<file path="config.mk">
export PLATFORM = sky130hd
export DESIGN_NAME = irq_pattern_vectorizer
export DESIGN_NICKNAME = d
export VERILOG_FILES = /design/src/rtl/irq_vec_pkg.sv /design/src/rtl/irq_req_sync.sv /design/src/rtl/irq_ack_seq.sv /design/src/rtl/irq_vec_form.sv /design/src/rtl/irq_pattern_vectorizer.sv
export SDC_FILE = /design/constraint.sdc
export NUM_CORES = 1
export LEC_CHECK = 0
export ABC_AREA = 1
export CAP_MARGIN = 25
export CELL_PAD_IN_SITES_DETAIL_PLACEMENT = 0
export CELL_PAD_IN_SITES_GLOBAL_PLACEMENT = 1
export CORE_ASPECT_RATIO = 1.5
export CORE_MARGIN = 5
export CORE_UTILIZATION = 36
export DETAILED_ROUTE_END_ITERATION = 6
export PLACE_DENSITY = 0.8
export SYNTH_ARGS = -nofsm -noshare
export SYNTH_HDL_FRONTEND = slang
export SYNTH_SLANG_ARGS = --single-unit
export TNS_END_PERCENT = 10
</file>
<file path="constraint.sdc">
create_clock -name clk -period 1.5 [get_ports clk]
set_input_delay 0.3 -clock clk [delete_from_list [all_inputs] [get_ports clk]]
set_output_delay 0.3 -clock clk [all_outputs]
set_load 0.1 [all_outputs]
</file>
<file path="src/rtl/irq_vec_pkg.sv">
package irq_vec_pkg;
  // Phases of the two-pulse acknowledge handshake
  typedef enum logic [1:0] {
    ACK_IDLE   = 2'd0,
    ACK_FIRST  = 2'd1,
    ACK_GAP    = 2'd2,
    ACK_SECOND = 2'd3
  } ack_phase_t;
endpackage

</file>
<file path="src/rtl/irq_req_sync.sv">
module irq_req_sync #(
  parameter int W      = 7,
  parameter int STAGES = 2
) (
  input  logic         clk,
  input  logic         rst_n,
  input  logic [W-1:0] d_i,
  output logic [W-1:0] q_o
);
  // Idle level of an active-low request is 1, so every stage resets to ones
  logic [W-1:0] stg [STAGES];

  always_ff @(posedge clk) begin
    if (!rst_n) stg[0] <= '1;
    else        stg[0] <= d_i;
  end

  for (genvar s = 1; s < STAGES; s++) begin : g_stage
    always_ff @(posedge clk) begin
      if (!rst_n) stg[s] <= '1;
      else        stg[s] <= stg[s-1];
    end
  end

  assign q_o = stg[STAGES-1];
endmodule

</file>
<file path="src/rtl/irq_ack_seq.sv">
module irq_ack_seq
  import irq_vec_pkg::*;
(
  input  logic clk,
  input  logic rst_n,
  input  logic ack_n_i,
  output logic capture_o,
  output logic drive_o
);
  ack_phase_t phase_q, phase_d;

  always_comb begin
    phase_d = phase_q;
    unique case (phase_q)
      ACK_IDLE:   if (!ack_n_i) phase_d = ACK_FIRST;
      ACK_FIRST:  if (ack_n_i)  phase_d = ACK_GAP;
      ACK_GAP:    if (!ack_n_i) phase_d = ACK_SECOND;
      ACK_SECOND: if (ack_n_i)  phase_d = ACK_IDLE;
      default:                  phase_d = ACK_IDLE;
    endcase
  end

  always_ff @(posedge clk) begin
    if (!rst_n) phase_q <= ACK_IDLE;
    else        phase_q <= phase_d;
  end

  // Freeze on the edge that first sees the strobe low from idle
  assign capture_o = (phase_q == ACK_IDLE) && !ack_n_i;
  // Drive only while the second pulse is low
  assign drive_o   = !ack_n_i && ((phase_q == ACK_GAP) || (phase_q == ACK_SECOND));
endmodule

</file>
<file path="src/rtl/irq_vec_form.sv">
module irq_vec_form #(
  parameter int N_REQ = 7,
  localparam int VW   = N_REQ + 1
) (
  input  logic             clk,
  input  logic             rst_n,
  input  logic             capture_i,
  input  logic             drive_i,
  input  logic [N_REQ-1:0] req_s_i,
  output logic [VW-1:0]    data_o,
  output logic             oe_o
);
  logic [N_REQ-1:0] frozen_q;

  always_ff @(posedge clk) begin
    if (!rst_n)         frozen_q <= '1;
    else if (capture_i) frozen_q <= req_s_i;
  end

  assign oe_o   = drive_i;
  assign data_o = drive_i ? {1'b1, frozen_q} : '0;
endmodule

</file>
<file path="src/rtl/irq_pattern_vectorizer.sv">
module irq_pattern_vectorizer #(
  parameter int N_REQ       = 7,
  parameter int SYNC_STAGES = 2,
  localparam int VW         = N_REQ + 1
) (
  input  logic             clk,
  input  logic             rst_n,
  input  logic [N_REQ-1:0] req_n_i,
  input  logic             ack_n_i,
  output logic             irq_o,
  output logic [VW-1:0]    vec_data_o,
  output logic             vec_oe_o
);
  logic [N_REQ-1:0] req_s;
  logic             capture;
  logic             drive;

  irq_req_sync #(.W(N_REQ), .STAGES(SYNC_STAGES)) sync_i (
    .clk   (clk),
    .rst_n (rst_n),
    .d_i   (req_n_i),
    .q_o   (req_s)
  );

  // NAND of all synchronized active-low lines
  assign irq_o = ~&req_s;

  irq_ack_seq seq_i (
    .clk       (clk),
    .rst_n     (rst_n),
    .ack_n_i   (ack_n_i),
    .capture_o (capture),
    .drive_o   (drive)
  );

  irq_vec_form #(.N_REQ(N_REQ)) form_i (
    .clk       (clk),
    .rst_n     (rst_n),
    .capture_i (capture),
    .drive_i   (drive),
    .req_s_i   (req_s),
    .data_o    (vec_data_o),
    .oe_o      (vec_oe_o)
  );
endmodule

</file>
# --- After elaboration in Yosys (flattened, before gate mapping) ---
# Memory sizes are Yosys's and may differ from the RTL's.
# Index checks and enable logic that the tools add are counted.
totals:
  register_bits: 9
  latchBits: 0
  mem_bits_rw: 14
  mem_bits_ro: 0
  elab_cells: 30
  n_memories: 1
mem_list:
  columns: ["memory", "depth", "width", "rd", "rd_clocked_by_memory_dff", "write_ports", "line_no", "rtl"]
  rows:
  - ["sync_i.stg", 2, 7, 2, 0, 2, "irq_req_sync.sv:11", "logic [W-1:0] stg [STAGES];"]
op_classes:
  addsub: 0
  multipliers: 0
  n_div: 0
  magnitude_cmp: 0
  eq_ne: 7
  n_shift: 0
  mux: 10
  n_bitwise: 2
  reduce_logical: 8
ops:
  columns: ["operator", "count"]
  rows:
  - ["$mux 7", 2]
  - ["$mux 2", 4]
  - ["$mux 8", 1]
  - ["$ne 2x2->1 const B", 4]
  - ["$pmux 2 s4", 1]
  - ["$reduce_and 7->1", 1]
  - ["$eq 2x2->1 const B", 2]
  - ["$reduce_and 4->1", 1]
  - ["$eq 2x1->1 const B", 1]
  - ["$logic_and 1x1->1", 2]
  - ["$logic_not 1->1", 2]
  - ["$logic_not 2->1", 1]
  - ["$mux 1", 2]
  - ["$or 1x1->1", 2]
  - ["$logic_or 1x1->1", 1]

# --- Depth between registers and ports, before layout ---
# Gate-level depths: netlist of run 1.
depth:
  depth_word: 4
  depth_mapped: 6
  ltp_nobuf: 6

# --- By module ---
# A second synthesis of run 1 with hierarchy kept.
hier_totals:
  cells_unflattened: 125
  area_unflattened_um2: 930.9
by_module_without_submodules:
  columns: ["mod", "n_inst", "cells_each", "area_per_inst_um2", "seq_area_each_um2"]
  rows:
  - ["irq_req_sync", 1, 43, 396.6, 280.3]
  - ["irq_vec_form", 1, 46, 310.3, 140.1]
  - ["irq_ack_seq", 1, 29, 197.7, 40.0]
  - ["irq_pattern_vectorizer", 1, 7, 26.3, 0.0]

# --- Least setup slack after synthesis of run 1 ---
# OpenSTA, ideal clock, no wires.
synth_path:
  path_type: "reg-to-output"
  start: "register seq_i.phase_q[0]"
  end: "output port vec_data_o[7]"
  arrival_ps: 1563
  setup_slack_ps: -363
  path_stages_with_launch: 6
  cell_sequence: "dfxtp_1 inv_2 ha_1 o21ai_4 inv_2 buf_4"
synth_between:
  elab_chain_len: 4
  elab_cells_between_ends: 5
  classes_between: "eq/ne (2); mux (1); reduce/logical (2)"
synth_lines:
  columns: ["element", "line_no", "rtl"]
  rows:
  - ["start, declared", "irq_ack_seq.sv:10", "ack_phase_t phase_q, phase_d;"]
  - ["start signal, assigned", "irq_ack_seq.sv:25", "else phase_q <= phase_d;"]
  - ["$eq 2x2->1", "irq_ack_seq.sv:31", "assign drive_o = !ack_n_i && ((phase_q == ACK_GAP) || (phase_q == ACK_SECOND));"]
  - ["$logic_or 1x1->1 *", "irq_ack_seq.sv:31", null]
  - ["$logic_and 1x1->1 *", "irq_ack_seq.sv:31", null]
  - ["named net vec_oe_o", "irq_pattern_vectorizer.sv:12", "output logic vec_oe_o"]
  - ["$mux 8 *", "irq_vec_form.sv:21", "assign data_o = drive_i ? {1'b1, frozen_q} : '0;"]
  - ["end, declared", "irq_pattern_vectorizer.sv:11", "output logic [VW-1:0] vec_data_o,"]
# The timed path passes the listed nets; every way through them passes the cells marked *.

# --- Worst setup path in the final report of run 1 ---
layout_path:
  start: "register seq_i.phase_q[0]"
  end: "output port vec_data_o[4]"
layout_between:
  elab_chain_len: 4
  elab_cells_between_ends: 5
  classes_between: "eq/ne (2); mux (1); reduce/logical (2)"
layout_lines:
  columns: ["element", "line_no"]
  rows:
  - ["$eq 2x2->1", "irq_ack_seq.sv:31"]
  - ["$logic_or 1x1->1 *", "irq_ack_seq.sv:31"]
  - ["$logic_and 1x1->1 *", "irq_ack_seq.sv:31"]
  - ["$mux 8 *", "irq_vec_form.sv:21"]
# Mark *: on every way between the ends. The rest lies on a longest branch, timed or not.

==> impl_metrics.env, run 1 <==
export IMPL_worstRegToRegCells=7
export IMPL_crit_family="flip-flops"
export IMPL_cp_max_fo=8
export IMPL_synth_cell_types=18
export IMPL_initialDrtViolationCount=9
export IMPL_synth_top_cells_by_area="dfxtp_1 (47%), nand2_1 (12%), nand3_2 (8.2%), inv_1 (8.1%), ha_1 (5.2%)"
export IMPL_slew_violations=0
export IMPL_clk_insertion_delay_late_ps=250
export IMPL_p_leak_nw=0.746
export IMPL_synth_most_common_cell="nand2_1"
export IMPL_cts_tree="yes"
export IMPL_synth_top_area_share_pct=47.4
export IMPL_die_area_mm2=0.00386
export IMPL_hp_class="register to register"
export IMPL_synth_async_reset_ratio_pct=0
export IMPL_synth_edff_count=0
export IMPL_grt_pass1_wl_um=2460
export IMPL_start_util_pct=36.7
export IMPL_crit_path_max_incr_delay_ps=380
export IMPL_route_detailed_drc=0
export IMPL_cts_sinks=23
export IMPL_cp_required_ps=1200
export IMPL_regArea_um2=468
export IMPL_clock_tree_buffer_depth=2
export IMPL_cpMaxStageDelayCell="dfxtp_4"
export IMPL_setup_tns_ps=-1330
export IMPL_drv_cap=0
export IMPL_synthCells=114
export IMPL_synth_seq_cells=23
export IMPL_ir_drop_mv=0.763
export IMPL_wl_per_cell_um=7.93
export IMPL_die_h_um=73.6
export IMPL_rows=23
export IMPL_fp_dieW_um=52.4
export IMPL_route_antenna_remaining_nets=0
export IMPL_syn_to_final_growth_pct=51.7
export IMPL_critical_path_arrival_ps=1350
export IMPL_worstMarginPinSlew_ps=203
export IMPL_num_vias=709
export IMPL_antenna_found_initial=0
export IMPL_slew_headroom_pct=86.5
export IMPL_crit_type="register to output port"
export IMPL_skew_ps=1.31
export IMPL_whs_ps=401
export IMPL_fillers=244
export IMPL_grtUsageTotal_pct=8.47
export IMPL_layout_setup_ws_ps=-150
export IMPL_syn_num_nets=128
export IMPL_cp_num_buf_inv=3
export IMPL_multi_input_area_um2=440
export IMPL_vias_per_cell=3.98
export IMPL_min_period_ps=1650
export IMPL_syn_area_per_cell_um2=8.52
export IMPL_num_antenna_cells=0
export IMPL_fin_crit_sh_pct=110
export IMPL_grt_overflow_total=0
export IMPL_clkSlewWorstSetupHoldPaths_ps=70
export IMPL_core_region_area_mm2=0.00265
export IMPL_drt_pre_antenna_iters=2
export IMPL_outcome="finished, violations left"
export IMPL_violations="setup timing"
export IMPL_rsz0062_at_grt="true"
export IMPL_io_pins=20
export IMPL_cp_common_cell="buf_12"
export IMPL_hold_viol_final=0
export IMPL_numPortBuffers=19
export IMPL_synth_top_area_cell="dfxtp_1"
export IMPL_cts_max_level=1
export IMPL_grt_pass1_vias=642
export IMPL_finalSetupViolations=9
export IMPL_path_depth=6
export IMPL_cts_root_buf="clkbuf_8"
export IMPL_synthFlopType="dfxtp_1"
export IMPL_cp_end_kind="output port"
export IMPL_grt_max_degree=15
export IMPL_drive_above_1_share_pct=35.5
export IMPL_finalWirelength_um=1410
export IMPL_yosysWarnings=0
export IMPL_yosysSeqAreaShare_pct=47.4
export IMPL_synth_common_cells="nand2_1 (32), dfxtp_1 (23), inv_1 (21), nand3_2 (8), nor2_2 (7)"
export IMPL_layout_nets=156
export IMPL_syn_area_um2=971
export IMPL_min_path_cells=2
export IMPL_gp_congestion=0.655
export IMPL_hpwlAfterDp_um=1190
export IMPL_cts_hold_buffers=0
export IMPL_critPathLaunchType="register"
export IMPL_numCtsBuffers=3
export IMPL_crit_chain="inv_4 -> ha_4 -> o21ai_4 -> buf_12 -> nor2_4 -> buf_12"
export IMPL_power_density_mw_per_mm2=1150
export IMPL_clock_fmax_mhz=606
area by class of cell:
cell class                 instances  share of cell area [%]
sequential                        23                    31.8
clock buffer                       4                    3.06
tap                               37                    3.14
inverter                          26                    7.99
multi-input combinational         62                    29.9
timing repair buffer              26                    24.1
report_power, final:
| group | internal (mW) | total (mW) | switching [mW] |
|---|---|---|---|
| logic | 0.246 | 0.644 | 0.398 |
| clock network | 0.189 | 0.362 | 0.173 |
| registers | 0.661 | 0.692 | 0.0302 |
cells by family after synthesis:
kind of cell	count (synthesis)	share of synthesized area [%]
AND/OR/NAND/NOR	54	30.8
buffers and inverters	29	13.4
flip-flops	23	47.4
AO/OA/AOI/OAI	4	3.22
adder cells (fa/ha/maj)	4	5.15
layout by cell type (no fill, tap or decap), types with 2 or more instances in the layout:
cell type        count
nand2_1             32
clkbuf_8             3
nand3_2              8
inv_1               21
dfxtp_2              3
a21oi_1              2
inv_8                2
ha_1                 2
dfxtp_1             19
inv_4                2
nor2_4               7
nor2_1               3
buf_12              11
buf_4                6
clkdlybuf4s50_1      9
ha_4                 2
metrics by stage:
step / utilization [%] / cell area, um2 / setup WS, ps / total power, mW / std cells
floorplan: - / 1040 / -249 / 1.15 / 114
global placement: 52.6 / 1390 / -159 / 1.33 / 173
detailed placement: 52.6 / 1390 / -163 / 1.34 / 173
CTS: 55.5 / 1470 / -168 / 1.73 / 178
global route: 55.6 / 1470 / -208 / 1.79 / 178
finish: 55.6 / 1470 / -150 / 1.70 / 178
metal layers:
metal	up-vias	part of all wire, %	track usage [%]
met1	304	37	7.39
met4	0	1.5	5.11
met5	-	0	0
met3	4	5.7	2.43
met2	18	55	16.2
li1	383	-	-
worst reg2reg max path: stages (launching register included):
cell	delay [ps]
dfxtp_4	380
inv_4	40
buf_4	140
ha_1	260
nand2_8	130
inv_8	50
nand2_1	70
nand3_2	50
what timing repair did:
action	in CTS	in global routing
gates resized for setup	3	2
buffers inserted	1	0
pin swaps	2	1
endpoints found under the setup margin	9	10
flip-flops by register name (all words and copies together) (netlist names):
signal and flops:
sync_i.stg 14, form_i.frozen_q 7, seq_i.phase_q 2
final timing paths:
kind,startpoint,end,slack [ps]
min,sync_i.stg[0][2],sync_i.stg[1][2],400
min reg2reg,sync_i.stg[0][2],sync_i.stg[1][2],400
max reg2reg,seq_i.phase_q[0],form_i.frozen_q[4],270
max,seq_i.phase_q[0],vec_data_o[4],-150
(Power assumes the default switching activity.)
==> inputs of run 2 (changes only) <==
- CORE_MARGIN: 5 -> default
==> run 2 against run 1 <==
Net effect: the run still ends with setup timing left; global-route usage increased by 3.3 points; cell area shrank 1.4%; register-to-register slack barely moved; first-iteration DRC count up 78%; sequential share of layout area increased by 0.44 points; largest power group unchanged.
==> impl_metrics.env, run 2 (synthesis gave the netlist of run 1 again) <==
export IMPL_drt_pre_antenna_iters=4
export IMPL_route_detailed_drc=0
export IMPL_fin_area_mm2=0.00145
export IMPL_layout_cells_non_filler=177
export IMPL_start_util_pct=38.8
export IMPL_cts_tree="yes"
export IMPL_outcome="finished, violations left"
export IMPL_cts_max_level=1
export IMPL_worstMarginPinSlew_ps=197
export IMPL_rows=22
export IMPL_layout_setup_ws_ps=-229
export IMPL_route_antenna_remaining_nets=0
export IMPL_grt_overflow_total=0
export IMPL_grt_max_degree=15
export IMPL_hpwlAfterDp_um=1100
export IMPL_grt_pass1_vias=665
export IMPL_syn_to_final_growth_pct=49.6
export IMPL_fin_util_pct=58.0
export IMPL_place_area_mm2=0.00140
export IMPL_power_density_mw_per_mm2=1100
export IMPL_clock_fmax_mhz=578
export IMPL_rsz0062_at_grt="true"
export IMPL_finalWirelength_um=1310
export IMPL_slew_headroom_pct=86.8
export IMPL_slew_violations=0
export IMPL_ir_drop_mv=0.609
export IMPL_hp_class="register to register"
export IMPL_skew_ps=1.50
export IMPL_num_antenna_cells=0
export IMPL_clk_insertion_delay_late_ps=300
export IMPL_wl_per_cell_um=7.38
export IMPL_min_period_ps=1730
export IMPL_largest_register_ffs=14
export IMPL_grtUsageTotal_pct=11.8
export IMPL_regMostFlops="sync_i.stg"
export IMPL_antenna_found_initial=0
export IMPL_layout_nets=156
export IMPL_p_leak_nw=0.738
export IMPL_clock_tree_buffer_depth=2
export IMPL_cts_root_buf="clkbuf_4"
export IMPL_drive_above_1_share_pct=35.5
export IMPL_cp_end_kind="output port"
export IMPL_gp_congestion=0.619
export IMPL_finalSetupViolations=9
export IMPL_drv_cap=0
export IMPL_top_regs="sync_i.stg (14), form_i.frozen_q (7), seq_i.phase_q (2)"
export IMPL_die_area_mm2=0.00291
export IMPL_cts_sinks=23
export IMPL_critical_path_arrival_ps=1430
export IMPL_violations="setup timing"
export IMPL_core_region_area_mm2=0.00250
export IMPL_numCtsBuffers=3
export IMPL_cp_required_ps=1200
export IMPL_mostFrequentLayoutCell="nand2_1"
export IMPL_io_pins=20
export IMPL_cp_max_fo=6
export IMPL_initialDrtViolationCount=16
export IMPL_setup_tns_ps=-2020
export IMPL_fin_crit_sh_pct=115
export IMPL_num_vias=726
export IMPL_cts_hold_buffers=0
export IMPL_numPortBuffers=19
export IMPL_crit_type="register to output port"
export IMPL_place_inst=172
export IMPL_fp_dieW_um=44.4
export IMPL_vias_per_cell=4.10
export IMPL_die_h_um=65.6
export IMPL_final_cell_mix="nand2_1 (32), inv_1 (21), dfxtp_1 (19), buf_12 (11), clkdlybuf4s50_1 (9)"
export IMPL_grt_pass1_wl_um=2570
export IMPL_hold_viol_final=0
export IMPL_clkSlewWorstSetupHoldPaths_ps=110
export IMPL_critPathLaunchType="register"
[run 2: changes by cell type in the layout (fill, tap and decap cells not counted)]
cell,change
clkbuf_4,+3
clkbuf_8,-3
[run 2: final timing paths]
path / start / end / slack [ps] / cells after the start
max: seq_i.phase_q[0] / vec_data_o[4] / -230 / 6
min: sync_i.stg[0][4] / sync_i.stg[1][4] / 410 / 2
max reg2reg: seq_i.phase_q[0] / form_i.frozen_q[4] / 270 / 7
min reg2reg: sync_i.stg[0][4] / sync_i.stg[1][4] / 410 / 2
[run 2: what timing repair did]
action / CTS / global route
setup endpoints to repair: 9 / 10
setup buffers: 1 / 0
pin swaps: 1 / 0
gates resized for setup: 3 / 2
[run 2: through the flow]
step	hold slack (ps)	setup WS, ps	power (mW)
after floorplan	374	-249	1.15
after global placement	382	-136	1.33
after detailed placement	391	-151	1.34
after CTS	419	-256	1.62
after global routing	445	-297	1.70
final	413	-229	1.60
[run 2: layout make-up]
class                      instances  area (um2)
fill                             218        1050
sequential                        23         468
multi-input combinational         62         440
timing repair buffer              26         355
inverter                          26         118
tap                               36        45.0
clock buffer                       4        26.3
[run 2: where the power goes]
part | switching (mW) | internal, mW
Combinational | 0.396 | 0.244
Sequential | 0.0303 | 0.661
Clock | 0.164 | 0.104
[run 2: layer usage]
layer  wire length [um]  vias up  track usage [%]  share of wire [%]
met1                493      319             12.3                 38
met3                 42        4             1.65                3.2
met2                737       18             21.3                 56
met5                  0        -                0                  0
li1                   -      385                -                  -
met4                 33        0             6.82                2.5
[run 2: critical path, stage by stage, from the launching register on]
cell and delay [ps]:
dfxtp_4 390, inv_4 40, ha_4 160, o21ai_4 160
buf_12 170, nor2_4 40, buf_12 160
